**config.mk**
```make
export PLATFORM = sky130hd
export DESIGN_NAME = bju_top
export DESIGN_NICKNAME = d
export VERILOG_FILES = /design/src/rtl/bju_pkg.sv /design/src/rtl/bju_decode.sv /design/src/rtl/bju_cond.sv /design/src/rtl/bju_target.sv /design/src/rtl/bju_top.sv
export SDC_FILE = /design/constraint.sdc
export NUM_CORES = 1
export LEC_CHECK = 0
export BUFFER_PORTS_ARGS = -buffer_cell sky130_fd_sc_hd__buf_2
export CORE_AREA = 3 3 116 118
export CTS_CLUSTER_SIZE = 12
export DETAILED_ROUTE_END_ITERATION = 12
export DIE_AREA = 0 0 119 121
export PLACE_DENSITY = 0.78
export SLEW_MARGIN = 10
export SYNTH_ARGS = -nofsm -noshare
export SYNTH_HDL_FRONTEND = slang
export SYNTH_SLANG_ARGS = --single-unit
```
**constraint.sdc**
```tcl
create_clock -name clk -period 3 [get_ports clk]
set_clock_uncertainty 0.1 [all_clocks]
set_input_delay 0.3 -clock clk [delete_from_list [all_inputs] [get_ports clk]]
set_output_delay 0.3 -clock clk [all_outputs]
set_load 0.005 [all_outputs]
```
**src/rtl/bju_pkg.sv**
```systemverilog
package bju_pkg;

  localparam int OPC_W = 6;

  localparam logic [OPC_W-1:0] OPC_SPECIAL = 6'd0;
  localparam logic [OPC_W-1:0] OPC_SIGNTST = 6'd1;
  localparam logic [OPC_W-1:0] OPC_JABS    = 6'd2;
  localparam logic [OPC_W-1:0] OPC_JABSL   = 6'd3;
  localparam logic [OPC_W-1:0] OPC_BRZEQ   = 6'd4;
  localparam logic [OPC_W-1:0] OPC_BRZNE   = 6'd5;
  localparam logic [OPC_W-1:0] OPC_BRLEZ   = 6'd6;
  localparam logic [OPC_W-1:0] OPC_BRGTZ   = 6'd7;

  localparam logic [5:0] FN_JREG  = 6'd8;
  localparam logic [5:0] FN_JREGL = 6'd9;

  localparam logic [4:0] ST_LTZ  = 5'd0;
  localparam logic [4:0] ST_GEZ  = 5'd1;
  localparam logic [4:0] ST_LTZL = 5'd16;
  localparam logic [4:0] ST_GEZL = 5'd17;

  typedef enum logic [3:0] {
    CF_NONE,
    CF_JABS,
    CF_JREG,
    CF_BEQ,
    CF_BNE,
    CF_BLEZ,
    CF_BGTZ,
    CF_BLTZ,
    CF_BGEZ
  } cf_kind_e;

  typedef struct packed {
    cf_kind_e kind;
    logic     link;
  } cf_dec_t;

endpackage

```
**src/rtl/bju_decode.sv**
```systemverilog
module bju_decode
  import bju_pkg::*;
(
  input  logic [OPC_W-1:0] opc_i,
  input  logic [4:0]       sel_i,
  input  logic [5:0]       fn_i,
  output cf_dec_t          dec_o
);

  always_comb begin
    dec_o.kind = CF_NONE;
    dec_o.link = 1'b0;
    unique case (opc_i)
      OPC_JABS:  dec_o.kind = CF_JABS;
      OPC_JABSL: begin
        dec_o.kind = CF_JABS;
        dec_o.link = 1'b1;
      end
      OPC_SPECIAL: begin
        if (fn_i == FN_JREG || fn_i == FN_JREGL) begin
          dec_o.kind = CF_JREG;
          dec_o.link = (fn_i == FN_JREGL);
        end
      end
      OPC_SIGNTST: begin
        unique case (sel_i)
          ST_LTZ:  dec_o.kind = CF_BLTZ;
          ST_GEZ:  dec_o.kind = CF_BGEZ;
          ST_LTZL: begin
            dec_o.kind = CF_BLTZ;
            dec_o.link = 1'b1;
          end
          ST_GEZL: begin
            dec_o.kind = CF_BGEZ;
            dec_o.link = 1'b1;
          end
          default: dec_o.kind = CF_NONE;
        endcase
      end
      OPC_BRZEQ: dec_o.kind = CF_BEQ;
      OPC_BRZNE: dec_o.kind = CF_BNE;
      OPC_BRLEZ: dec_o.kind = CF_BLEZ;
      OPC_BRGTZ: dec_o.kind = CF_BGTZ;
      default:   dec_o.kind = CF_NONE;
    endcase
  end

endmodule

```
**src/rtl/bju_cond.sv**
```systemverilog
module bju_cond
  import bju_pkg::*;
#(
  parameter int XLEN = 64
) (
  input  cf_kind_e          kind_i,
  input  logic [XLEN-1:0]   a_i,
  input  logic [XLEN-1:0]   b_i,
  output logic              taken_o
);

  logic neg, zero, same;

  assign neg  = a_i[XLEN-1];
  assign zero = (a_i == '0);
  assign same = (a_i == b_i);

  always_comb begin
    unique case (kind_i)
      CF_JABS, CF_JREG: taken_o = 1'b1;
      CF_BEQ:           taken_o = same;
      CF_BNE:           taken_o = !same;
      CF_BLEZ:          taken_o = neg || zero;
      CF_BGTZ:          taken_o = !neg && !zero;
      CF_BLTZ:          taken_o = neg;
      CF_BGEZ:          taken_o = !neg;
      default:          taken_o = 1'b0;
    endcase
  end

endmodule

```
**src/rtl/bju_target.sv**
```systemverilog
module bju_target
  import bju_pkg::*;
#(
  parameter int PC_W  = 32,
  parameter int XLEN  = 64,
  parameter int IMM_W = 16,
  parameter int TGT_W = 26
) (
  input  cf_kind_e          kind_i,
  input  logic [PC_W-1:0]   pc_i,
  input  logic [TGT_W-1:0]  field_i,
  input  logic [PC_W-1:0]   reg_i,
  output logic [PC_W-1:0]   tgt_o,
  output logic [XLEN-1:0]   link_o
);

  localparam int REGION_W = PC_W - TGT_W - 2;
  localparam int EXT_W    = PC_W - IMM_W - 2;

  logic [IMM_W-1:0] imm;
  logic [PC_W-1:0]  region_tgt;
  logic [PC_W-1:0]  rel_tgt;
  logic [PC_W-1:0]  ret_addr;

  assign imm        = field_i[IMM_W-1:0];
  assign region_tgt = {pc_i[PC_W-1 -: REGION_W], field_i, 2'b00};
  assign rel_tgt    = pc_i + {{EXT_W{imm[IMM_W-1]}}, imm, 2'b00};
  assign ret_addr   = pc_i + PC_W'(4);

  generate
    if (XLEN > PC_W) begin : g_sext
      assign link_o = {{(XLEN-PC_W){ret_addr[PC_W-1]}}, ret_addr};
    end else begin : g_trunc
      assign link_o = XLEN'(ret_addr);
    end
  endgenerate

  always_comb begin
    unique case (kind_i)
      CF_JABS: tgt_o = region_tgt;
      CF_JREG: tgt_o = reg_i;
      default: tgt_o = rel_tgt;
    endcase
  end

endmodule

```
**src/rtl/bju_top.sv**
```systemverilog
module bju_top
  import bju_pkg::*;
#(
  parameter int PC_W     = 32,
  parameter int XLEN     = 64,
  parameter int RIDX_W   = 5,
  parameter int LINK_REG = 31
) (
  input  logic              clk,
  input  logic              rst,
  input  logic [PC_W-1:0]   pc_i,
  input  logic [31:0]       insn_i,
  input  logic [XLEN-1:0]   src_a_i,
  input  logic [XLEN-1:0]   src_b_i,
  output logic              npc_vld_o,
  output logic [PC_W-1:0]   npc_o,
  output logic              dslot_o,
  output logic              lnk_we_o,
  output logic [RIDX_W-1:0] lnk_idx_o,
  output logic [XLEN-1:0]   lnk_data_o
);

  localparam int TGT_W = 26;
  localparam int IMM_W = 16;

  cf_dec_t         dec;
  logic            taken;
  logic [PC_W-1:0] tgt;
  logic [XLEN-1:0] link_val;

  bju_decode u_dec (
    .opc_i (insn_i[31:26]),
    .sel_i (insn_i[20:16]),
    .fn_i  (insn_i[5:0]),
    .dec_o (dec)
  );

  bju_cond #(.XLEN(XLEN)) u_cond (
    .kind_i  (dec.kind),
    .a_i     (src_a_i),
    .b_i     (src_b_i),
    .taken_o (taken)
  );

  bju_target #(
    .PC_W (PC_W), .XLEN (XLEN), .IMM_W (IMM_W), .TGT_W (TGT_W)
  ) u_tgt (
    .kind_i  (dec.kind),
    .pc_i    (pc_i),
    .field_i (insn_i[TGT_W-1:0]),
    .reg_i   (src_a_i[PC_W-1:0]),
    .tgt_o   (tgt),
    .link_o  (link_val)
  );

  always_ff @(posedge clk) begin
    if (rst) begin
      npc_vld_o  <= 1'b0;
      dslot_o    <= 1'b0;
      lnk_we_o   <= 1'b0;
      npc_o      <= '0;
      lnk_idx_o  <= '0;
      lnk_data_o <= '0;
    end else begin
      npc_vld_o  <= taken;
      dslot_o    <= taken;
      lnk_we_o   <= taken && dec.link;
      npc_o      <= tgt;
      lnk_idx_o  <= RIDX_W'(LINK_REG);
      lnk_data_o <= link_val;
    end
  end


  dec_kind_sane_chk: assert property (@(posedge clk) disable iff (rst)
    (dec.kind == CF_NONE) |-> (!taken && !(taken && dec.link)));


  abs_region_kept_chk: assert property (@(posedge clk) disable iff (rst)
    ($past(!rst) && ($past(insn_i[31:26]) == OPC_JABS || $past(insn_i[31:26]) == OPC_JABSL))
    |-> (npc_vld_o && npc_o[PC_W-1 -: 4] == $past(pc_i[PC_W-1 -: 4])));


  link_shape_chk: assert property (@(posedge clk) disable iff (rst)
    lnk_we_o |-> (lnk_idx_o == RIDX_W'(LINK_REG) &&
                  (&lnk_data_o[XLEN-1:PC_W-1] || ~|lnk_data_o[XLEN-1:PC_W-1])));


  link_needs_taken_chk: assert property (@(posedge clk) disable iff (rst)
    lnk_we_o |-> (dslot_o && npc_vld_o));


  slot_matches_valid_chk: assert property (@(posedge clk) disable iff (rst)
    dslot_o == npc_vld_o);


  reset_clears_chk: assert property (@(posedge clk)
    rst |=> (!npc_vld_o && !dslot_o && !lnk_we_o));

endmodule

```
Word-level counts from Yosys, hierarchy flattened
Index checks and enable logic that the tools add are counted.

Flip-flop bits (word level): 71. Input bits: 194. Output and inout port bits: 104. Word-level logic and storage cells: 51.

Add/subtract/negate cells: 2. Eq/ne operators: 21. Mux-type cells: 8. Reduce and logical (&&, ||, !) cells: 15.

Operator list (number): $eq 64x64->1 (1); $logic_not 64->1 (1); $pmux 32 s2 (1); $add 32x3->32 const B (1); $add 32x32->32 (1); $pmux 4 s7 (1); $eq 6x3->1 const B (4); $eq 4x3->1 const B (4); $eq 6x2->1 const B (2); $eq 6x4->1 const B (2); $eq 5x5->1 const B (2); $reduce_or 2->1 (5); $eq 4x2->1 const B (2); $pmux 4 s2 (1); $pmux 1 s7 (1); $eq 6x1->1 const B (1); $logic_not 6->1 (1); $eq 5x1->1 const B (1); $logic_not 5->1 (1); $mux 5 (1); $eq 4x1->1 const B (1); $eq 4x4->1 const B (1); $logic_not 1->1 (3); $mux 3 (1); 4 further kinds (6).

Logic depth before layout (Yosys ltp)
Gate-level depths: netlist of the first run.

Word-level depth: 8. Depth in mapped cells: 10. Mapped depth without buffers: 10.

Modules after synthesis
Synthesis of the first run repeated with hierarchy kept, for this count alone.

Cells, all modules: 774. Area total of the unflattened synthesis: 6625.1 um^2.

Modules (own cells, without submodules): bju_target (times used 1, cells each 419, area each 2831.5 um^2, seq. area each 0.0 um^2); bju_top (times used 1, cells each 214, area each 2712.6 um^2, seq. area each 1981.9 um^2); bju_cond (times used 1, cells each 119, area each 939.7 um^2, seq. area each 0.0 um^2); bju_decode (times used 1, cells each 22, area each 141.4 um^2, seq. area each 0.0 um^2).

Worst setup path before layout of the first run
OpenSTA, ideal clock, no wires.

Path type: input port to flip-flop. Start point: in pc_i[14]. End point: reg npc_o[27]. Library setup time: 0.092 ns. Data arrival time: 2.439 ns. Data required time: 2.808 ns. Setup slack: 0.369 ns. Cell stages on the path: 9. Path buffers: 0. Path through: ha_1 > a21o_1 > a21o_1 > a21o_1 > a221o_1 > a2111o_1 > and3b_1 > o21a_1 > o32ai_1.

Cells in the longest elaborated chain, start to end: 2.

Ends and longest elaborated chain: start: declaration (line bju_top.sv:11) `input logic [PC_W-1:0] pc_i,`; $add 32x32->32 (line bju_target.sv:27) `assign rel_tgt = pc_i + {{EXT_W{imm[IMM_W-1]}}, imm, 2'b00};`; $pmux 32 s2 (line bju_target.sv:39) `unique case (kind_i)`; end signal: assignment (line bju_top.sv:68) `npc_o <= tgt;`; end: declaration (line bju_top.sv:16) `output logic [PC_W-1:0] npc_o,`.

Every way passes these cells. A chain may end at the register's enable or synchronous reset.

Worst setup path after layout of the first run
Start point: in insn_i[0]. End point: reg npc_o[28].

Cells in the longest elaborated chain, start to end: 6. Elaborated cells on any way between the ends: 9. Those cells by class: add/sub (1); eq/ne (4); mux (3); reduce/logical (1).

Ends and longest elaborated chain: start: declaration (line bju_top.sv:12) `input logic [31:0] insn_i,`; branches (longest 5 deep; another with $add 32x32->32); $pmux 32 s2 * (line bju_target.sv:39).

Every way passes the cells marked *.

==> summary.md, run 1 <==
| Metric | Value |
|---|---|
| Post-synthesis cell count | roughly 650 |
| Dpl cells | 1080 |
| Number of port buffers | between 200 and 300 |
| Per-cell routed wire length | roughly 19 um |
| Commonest cells in the synthesized netlist | 96 x xor2_1, 67 x dfxtp_1, 67 x nor2_1, 38 x buf_4, 36 x nor4_1 |
| Async SR Flop Fraction | 0% |
| DR vias | approximately 6k |
| Largest family of logic cells by synthesized area | simple AND/OR/NAND/NOR gates |
| Post-Synth Simple-Gate Area | about a fifth |
| Main flop type after synthesis | dfxtp_1 |
| Critical Path RT | roughly 3100 ps |
| Crit path max-delay cell type | fa_1 |
| Post-layout util | 56.8% |
| Final WL | between 20000 and 25000 um |
| Lkg Pwr | roughly 3.4 nW |
| Cell with the most instances after synthesis | xor2_1 |
| Starting Density | between 40 and 50% |
| Drc violations | 0 |
| Nets@finish | roughly 1.1k |
| H-tree Lvls | 3 |
| CTS sink cnt | between 60 and 70 |
| Peak supply drop | approximately 0.24 mV |
| Critical path buffer and inverter count | 1 |
| Headroom to the max-slew limit | between 50% and 60% |
| Post-DP HPWL | 17700 um |
| Final setup vio count | 0 |
| Synth warnings | 0 |
| Worst Path Max Fanout | 5 |
| CP Cell Sequence | buf_2 > ha_1 > fa_1 > a211oi_1 > o21bai_1 > o22ai_1 > o31a_1 > o21ai_0 > a41oi_1 > xor2_1 > o22ai_1 |
| Maximum clock frequency | 379 MHz |
| Crit path DAT | between 2000 and 3000 ps |
| RSZ-0062 raised after global routing | no |
| Largest net degree at the start of global routing | 34 |
| CORE AREA | approximately 13000 um2 |
| Fin crit share | between 80% and 90% |
| Area leader, netlist | dfxtp_1 |
| Mapped cell area | between 5000 and 6000 um2 |
| Setup TNS | 0 ps |
| 1st-pass router iterations | 7 |
| Critical path's most frequent cell | o22ai_1 |
| Hold Slack | 75.8 ps |
| Starting DRC count in detailed routing | 386 |
| Compound-Gate Fraction of Synth Area | between 10% and 20% |
| Global-route wire length before repair | 31200 um |
| Min-Delay Path Class | input pin to register |
| Syn avg cell area | just over 8 um2 |
| Share of cells above drive strength 1 | roughly 37% |
| CP Launch Type | input pin |
| Post-synth EDFFs | 0 |
| Post-synthesis xor/xnor area fraction | approximately a fifth |
| Final setup margin | roughly 360 ps |
| Hold buffers post-CTS | 0 |
| Die height | 121 um |
| Delay of the slowest cell on the worst path | about 390 ps |
| Vias in the first global route | 5823 |
| Largest delay contributor family on the critical path | compound AO/OA/AOI/OAI gates |
| Synthesized Nets | just under 900 |
| Worst-case clock buffer depth | 2 |
| Outcome | finished, final reports clean |
| Yosys cell types | 53 |
| CTS root buf | clkbuf_16 |
| Final Slew Violations | 0 |
| Initial antenna violation count | 1 |
| Clock transition at path regs | ~60 ps |
| Top-area cell type share of the netlist area | 25.1% |
| Seq/Total Area, Yosys | ~25% |
| Die Width | between 100 and 150 um |
| Dominant cells by area after synthesis | dfxtp_1 25%, xor2_1 16%, ha_1 7.0% |
| Finished Layout Cells | 1097 |
| CP Capture Type | register |
| Slew @ Worst Pin | ~690 ps |
| P&R area growth vs syn | 33.3% |
| Global Route Usage Sum | roughly 28% |
| Row count | 41 |
| ANT nets after route | 0 |
| Grt ovf | 0 |
| Via/cell ratio | approximately 5.5 |
| Total of max-cap violations | 0 |
| I/O Pins | approximately 300 |
| Clock buffers created by TritonCTS | 9 |
| Post-CTS repair timing setup buffer count | 0 |
| Final GP Congestion | around 0.97 |
| Fin area | 7140 um2 |
| DP Worst Slack | about 38 ps |
| Critical path class | input pin to register |
| Final Hold Fails | 0 |
| Die area | 14400 um2 |
| Yosys reg bits | 67 |
| Total power | about 3 mW |
| CTS tree | built |
| Synth Area in Adders | about 7.4% |
| PostCTS Resize Cnt | 0 |
| Min Tclk post-route | 2640 ps |
| Placed cell area | between 6000 and 7000 um2 |
| Mux contribution to synthesized area | 0% |
| Power Density | between 400 and 500 nW/um2 |
==> metal layers <==
metal	part of all wire, %	GRT usage (%)	wire, um
met2	49	47.9	10100
met5	0	0	0
met3	7.7	5.50	1610
met4	4.6	13.3	957
met1	39	33.3	8150
==> logic make-up (layout without fill, tap and decap cells) <==
group | count (synthesis) | after routing
AOI/OAI and AO/OA | 152 | 152
xor gates and xnor gates | 115 | 115
buffers and inverters | 71 | 341
and+or+nand+nor | 218 | 218
DFF | 67 | 67
other | 0 | 1
adders and majority gates | 31 | 31
==> layout by cell type, fill, tap and decap left out, types with 19 or more instances in the layout <==
cell	synthesis	layout
a21oi_1	29	29
buf_2	3	297
buf_4	38	20
dfxtp_1	67	67
ha_1	30	30
nand2_1	31	31
nand3_1	23	23
nor2_1	67	67
nor4_1	36	36
o21ai_0	19	19
xnor2_1	19	19
xor2_1	96	96
==> path summary, 6_finish.rpt <==
check                       from   endpoint  cells past startpoint
worst min-delay path  insn_i[29]   lnk_we_o                      2
worst max-delay path   insn_i[0]  npc_o[28]                     11
==> area by class of cell <==
cell class                      count  area (um2)
Inverter                            8        30.0
Clock inverter                      5        60.1
Antenna cell                        1        2.50
Fill cell                        1228        5430
Clock buffer                       11         253
Timing Repair Buffer              317        1640
Multi-Input combinational cell    516        3600
Sequential cell                    67        1340
Tap cell                          172         215
==> sequential cells by signal, indices dropped and copies added (netlist names) <==
| register | count |
|---|---|
| dslot_o | 1 |
| lnk_data_o | 32 |
| npc_o | 32 |
| lnk_we_o | 1 |
| lnk_idx_o | 1 |
==> report_power, final <==
part           switching (mW)  internal (mW)
combinational           0.520          0.439
sequential             0.0287          0.973
clock                   0.394          0.691
Power figures use the tool's default switching activity.
==> run 2: changes to the inputs <==
- ABC_AREA: unset -> 1
- CORE_AREA: 3 3 116 118 -> unset
- CORE_MARGIN: unset -> 3
- CORE_UTILIZATION: unset -> 49
- CTS_CLUSTER_DIAMETER: unset -> 60
- DIE_AREA: 0 0 119 121 -> unset
- PLACE_DENSITY: 0.78 -> 0.84
==> summary.md, run 2 <==
| Metric | Value |
|---|---|
| CORE AREA | ~13000 um2 |
| Nets@finish | 1675 |
| Delay of the slowest cell on the worst path | around 430 ps |
| Largest regs | lnk_data_o: 32 flops, npc_o: 32 flops |
| Post-synthesis cell count | between 1k and 1.5k |
| Share of cells above drive strength 1 | between 20% and 30% |
| Largest family of logic cells by synthesized area | simple AND/OR/NAND/NOR gates |
| Largest net degree at the start of global routing | 34 |
| Critical hold path startpoint | pc_i[1] |
| I/O Pins | between 200 and 300 |
| Critical path class | input pin to register |
| RSZ-0062 raised after global routing | no |
| Compound-Gate Fraction of Synth Area | 12.3% |
| Min-Delay Path Class | input pin to register |
| Crit path max-delay cell type | fa_1 |
| Final setup vio count | 0 |
| Final Slew Violations | 0 |
| Commonest cells after routing, fill and taps aside | 358 x nand2_1, 297 x buf_2, 207 x nor2_1, 164 x inv_1, 67 x dfxtp_1 |
| Mux contribution to synthesized area | 0% |
| Hold buffers post-CTS | 0 |
| Final WL | between 20000 and 25000 um |
| Dominant cells by area after synthesis | nand2_1 20%, dfxtp_1 20%, nor2_1 11% |
| DR vias | ~8.2k |
| Clock buffers created by TritonCTS | 9 |
| Crit path from | pc_i[2] |
| Area leader, netlist | nand2_1 |
| Row count | 42 |
| CTS sink cnt | 67 |
| Total of max-cap violations | 0 |
| Yosys cell types | 47 |
| Crit path DAT | between 2000 and 2500 ps |
| Synth warnings | 0 |
| Mapped cell area | 6790 um2 |
| PostCTS Resize Cnt | 0 |
| Die height | around 120 um |
| Final GP Congestion | approximately 0.95 |
| Via/cell ratio | between 5 and 6 |
| Power Density | between 300 and 400 nW/um2 |
| Min Tclk post-route | roughly 2100 ps |
| Commonest cells in the synthesized netlist | 358 x nand2_1, 207 x nor2_1, 164 x inv_1, 67 x dfxtp_1, 63 x a21oi_1 |
| Post-CTS repair timing setup buffer count | 0 |
| Post-DP HPWL | between 15000 and 20000 um |
| Synth Area in Adders | around 6% |
| Syn avg cell area | roughly 5.7 um2 |
| Filler Cells Inserted | between 1k and 1.5k |
| 1st-pass router iterations | 5 |
| Lkg Pwr | 4.71 nW |
| CP Capture Type | register |
| Clock transition at path regs | around 60 ps |
| CP Launch Type | input pin |
| Outcome | finished, final reports clean |
| Post-synthesis xor/xnor area fraction | roughly 3.6% |
| H-tree Lvls | 3 |
| Initial antenna violation count | 2 |
| Cell with the most instances after synthesis | nand2_1 |
| Reg area | about 1300 um2 |
| Yosys reg bits | 67 |
| Die area | around 15000 um2 |
| Main flop type after synthesis | dfxtp_1 |
| Slew @ Worst Pin | approximately 670 ps |
| Post-Synth Simple-Gate Area | between 40% and 50% |
| Fin crit share | about 70% |
| Starting Density | between 50% and 60% |
| Top-area cell type share of the netlist area | 19.8% |
| Maximum clock frequency | between 400 and 500 MHz |
| CTS tree | built |
| Starting DRC count in detailed routing | ~550 |
| Worst-case clock buffer depth | 2 |
| Global Route Usage Sum | between 20% and 30% |
| Commonest non-fill, non-tap cell in the layout | nand2_1 |
| Grt ovf | 0 |
| CTS root buf | clkbuf_16 |
| ANT nets after route | 0 |
| CP Cell Sequence | buf_2 > ha_1 > fa_1 > nand2_1 > nand2_1 > o21ai_1 > inv_1 > nand2_1 > nand2_1 > nand2_1 > nand2_1 > nand3_1 > nand2_1 > nand2_1 > nand3_1 > a21oi_2 |
| Total power | ~3.2 mW |
| Die Width | 124 um |
| Synthesized Nets | between 1k and 1.5k |
| Peak supply drop | ~0.22 mV |
| Global-route wire length before repair | 35200 um |
| Per-cell routed wire length | 14.2 um |
| Headroom to the max-slew limit | a little under three fifths |
| Critical Path RT | ~3200 ps |
| Final Hold Fails | 0 |
| Multi-input gate area | approximately 4400 um2 |
| Critical path's most frequent cell | nand2_1 |
| Worst Path Max Fanout | 4 |
| P&R area growth vs syn | 25.1% |
| Vias in the first global route | between 7k and 8k |
| Post-synth EDFFs | 0 |
| Drc violations | 0 |
| Async SR Flop Fraction | 0% |
| Setup TNS | 0 ps |
| Number of port buffers | roughly 300 |
| Seq/Total Area, Yosys | around a fifth |
run 2: path summary, 6_finish.rpt:
| check | end | slack, ps | cells after the start |
|---|---|---|---|
| setup / recovery | npc_o[22] | 900 | 16 |
| hold / removal | lnk_data_o[1] | 80 | 3 |
run 2: critical path: cells and delay by family:
family	cells	cell delay, ps
fa+ha+maj	2	650
simple gates	10	820
compound gates	2	290
buf+inv	2	200
run 2: metal layers:
metal | vias up | share of wire (%) | track usage, %
met5 | - | 0.030 | 0
met4 | 2 | 1.7 | 7.27
met3 | 28 | 8.2 | 5.54
met2 | 347 | 50 | 53.5
met1 | 3601 | 41 | 35.1
li1 | 4231 | - | -
run 2: area by class of cell:
type,instances,share of cell area [%]
multi-input combinational,901,52.2
timing repair buffer,304,18.1
sequential,67,15.8
tap,176,2.60
inverter,167,7.39
clock inverter,6,1.05
antenna,1,0.0295
clock buffer,10,2.82
run 2: kinds of logic (layout without fill, tap and decap cells):
family,after synthesis,count (layout)
and+or+nand+nor,697,697
buffers and inverters,220,487
AOI/OAI and AO/OA,145,145
DFF,67,67
adders and majority gates,31,31
xor gates and xnor gates,28,28
other,0,1
run 2: metrics by stage:
stage	hold WS (ps)	area (um2)	setup slack, ps	cells	util [%]
after floorplan	272	6790	997	1188	-
after global placement	428	8160	648	1615	60.9
after detailed placement	430	8160	597	1615	60.9
after CTS	80.7	8480	935	1631	63.3
after global routing	91.5	8490	661	1632	63.3
final	82.4	8490	902	1632	63.3
run 2: report_power, final:
part           internal, mW  switching, mW
Combinational         0.410          0.606
Sequential            0.968         0.0298
Clock                 0.749          0.403
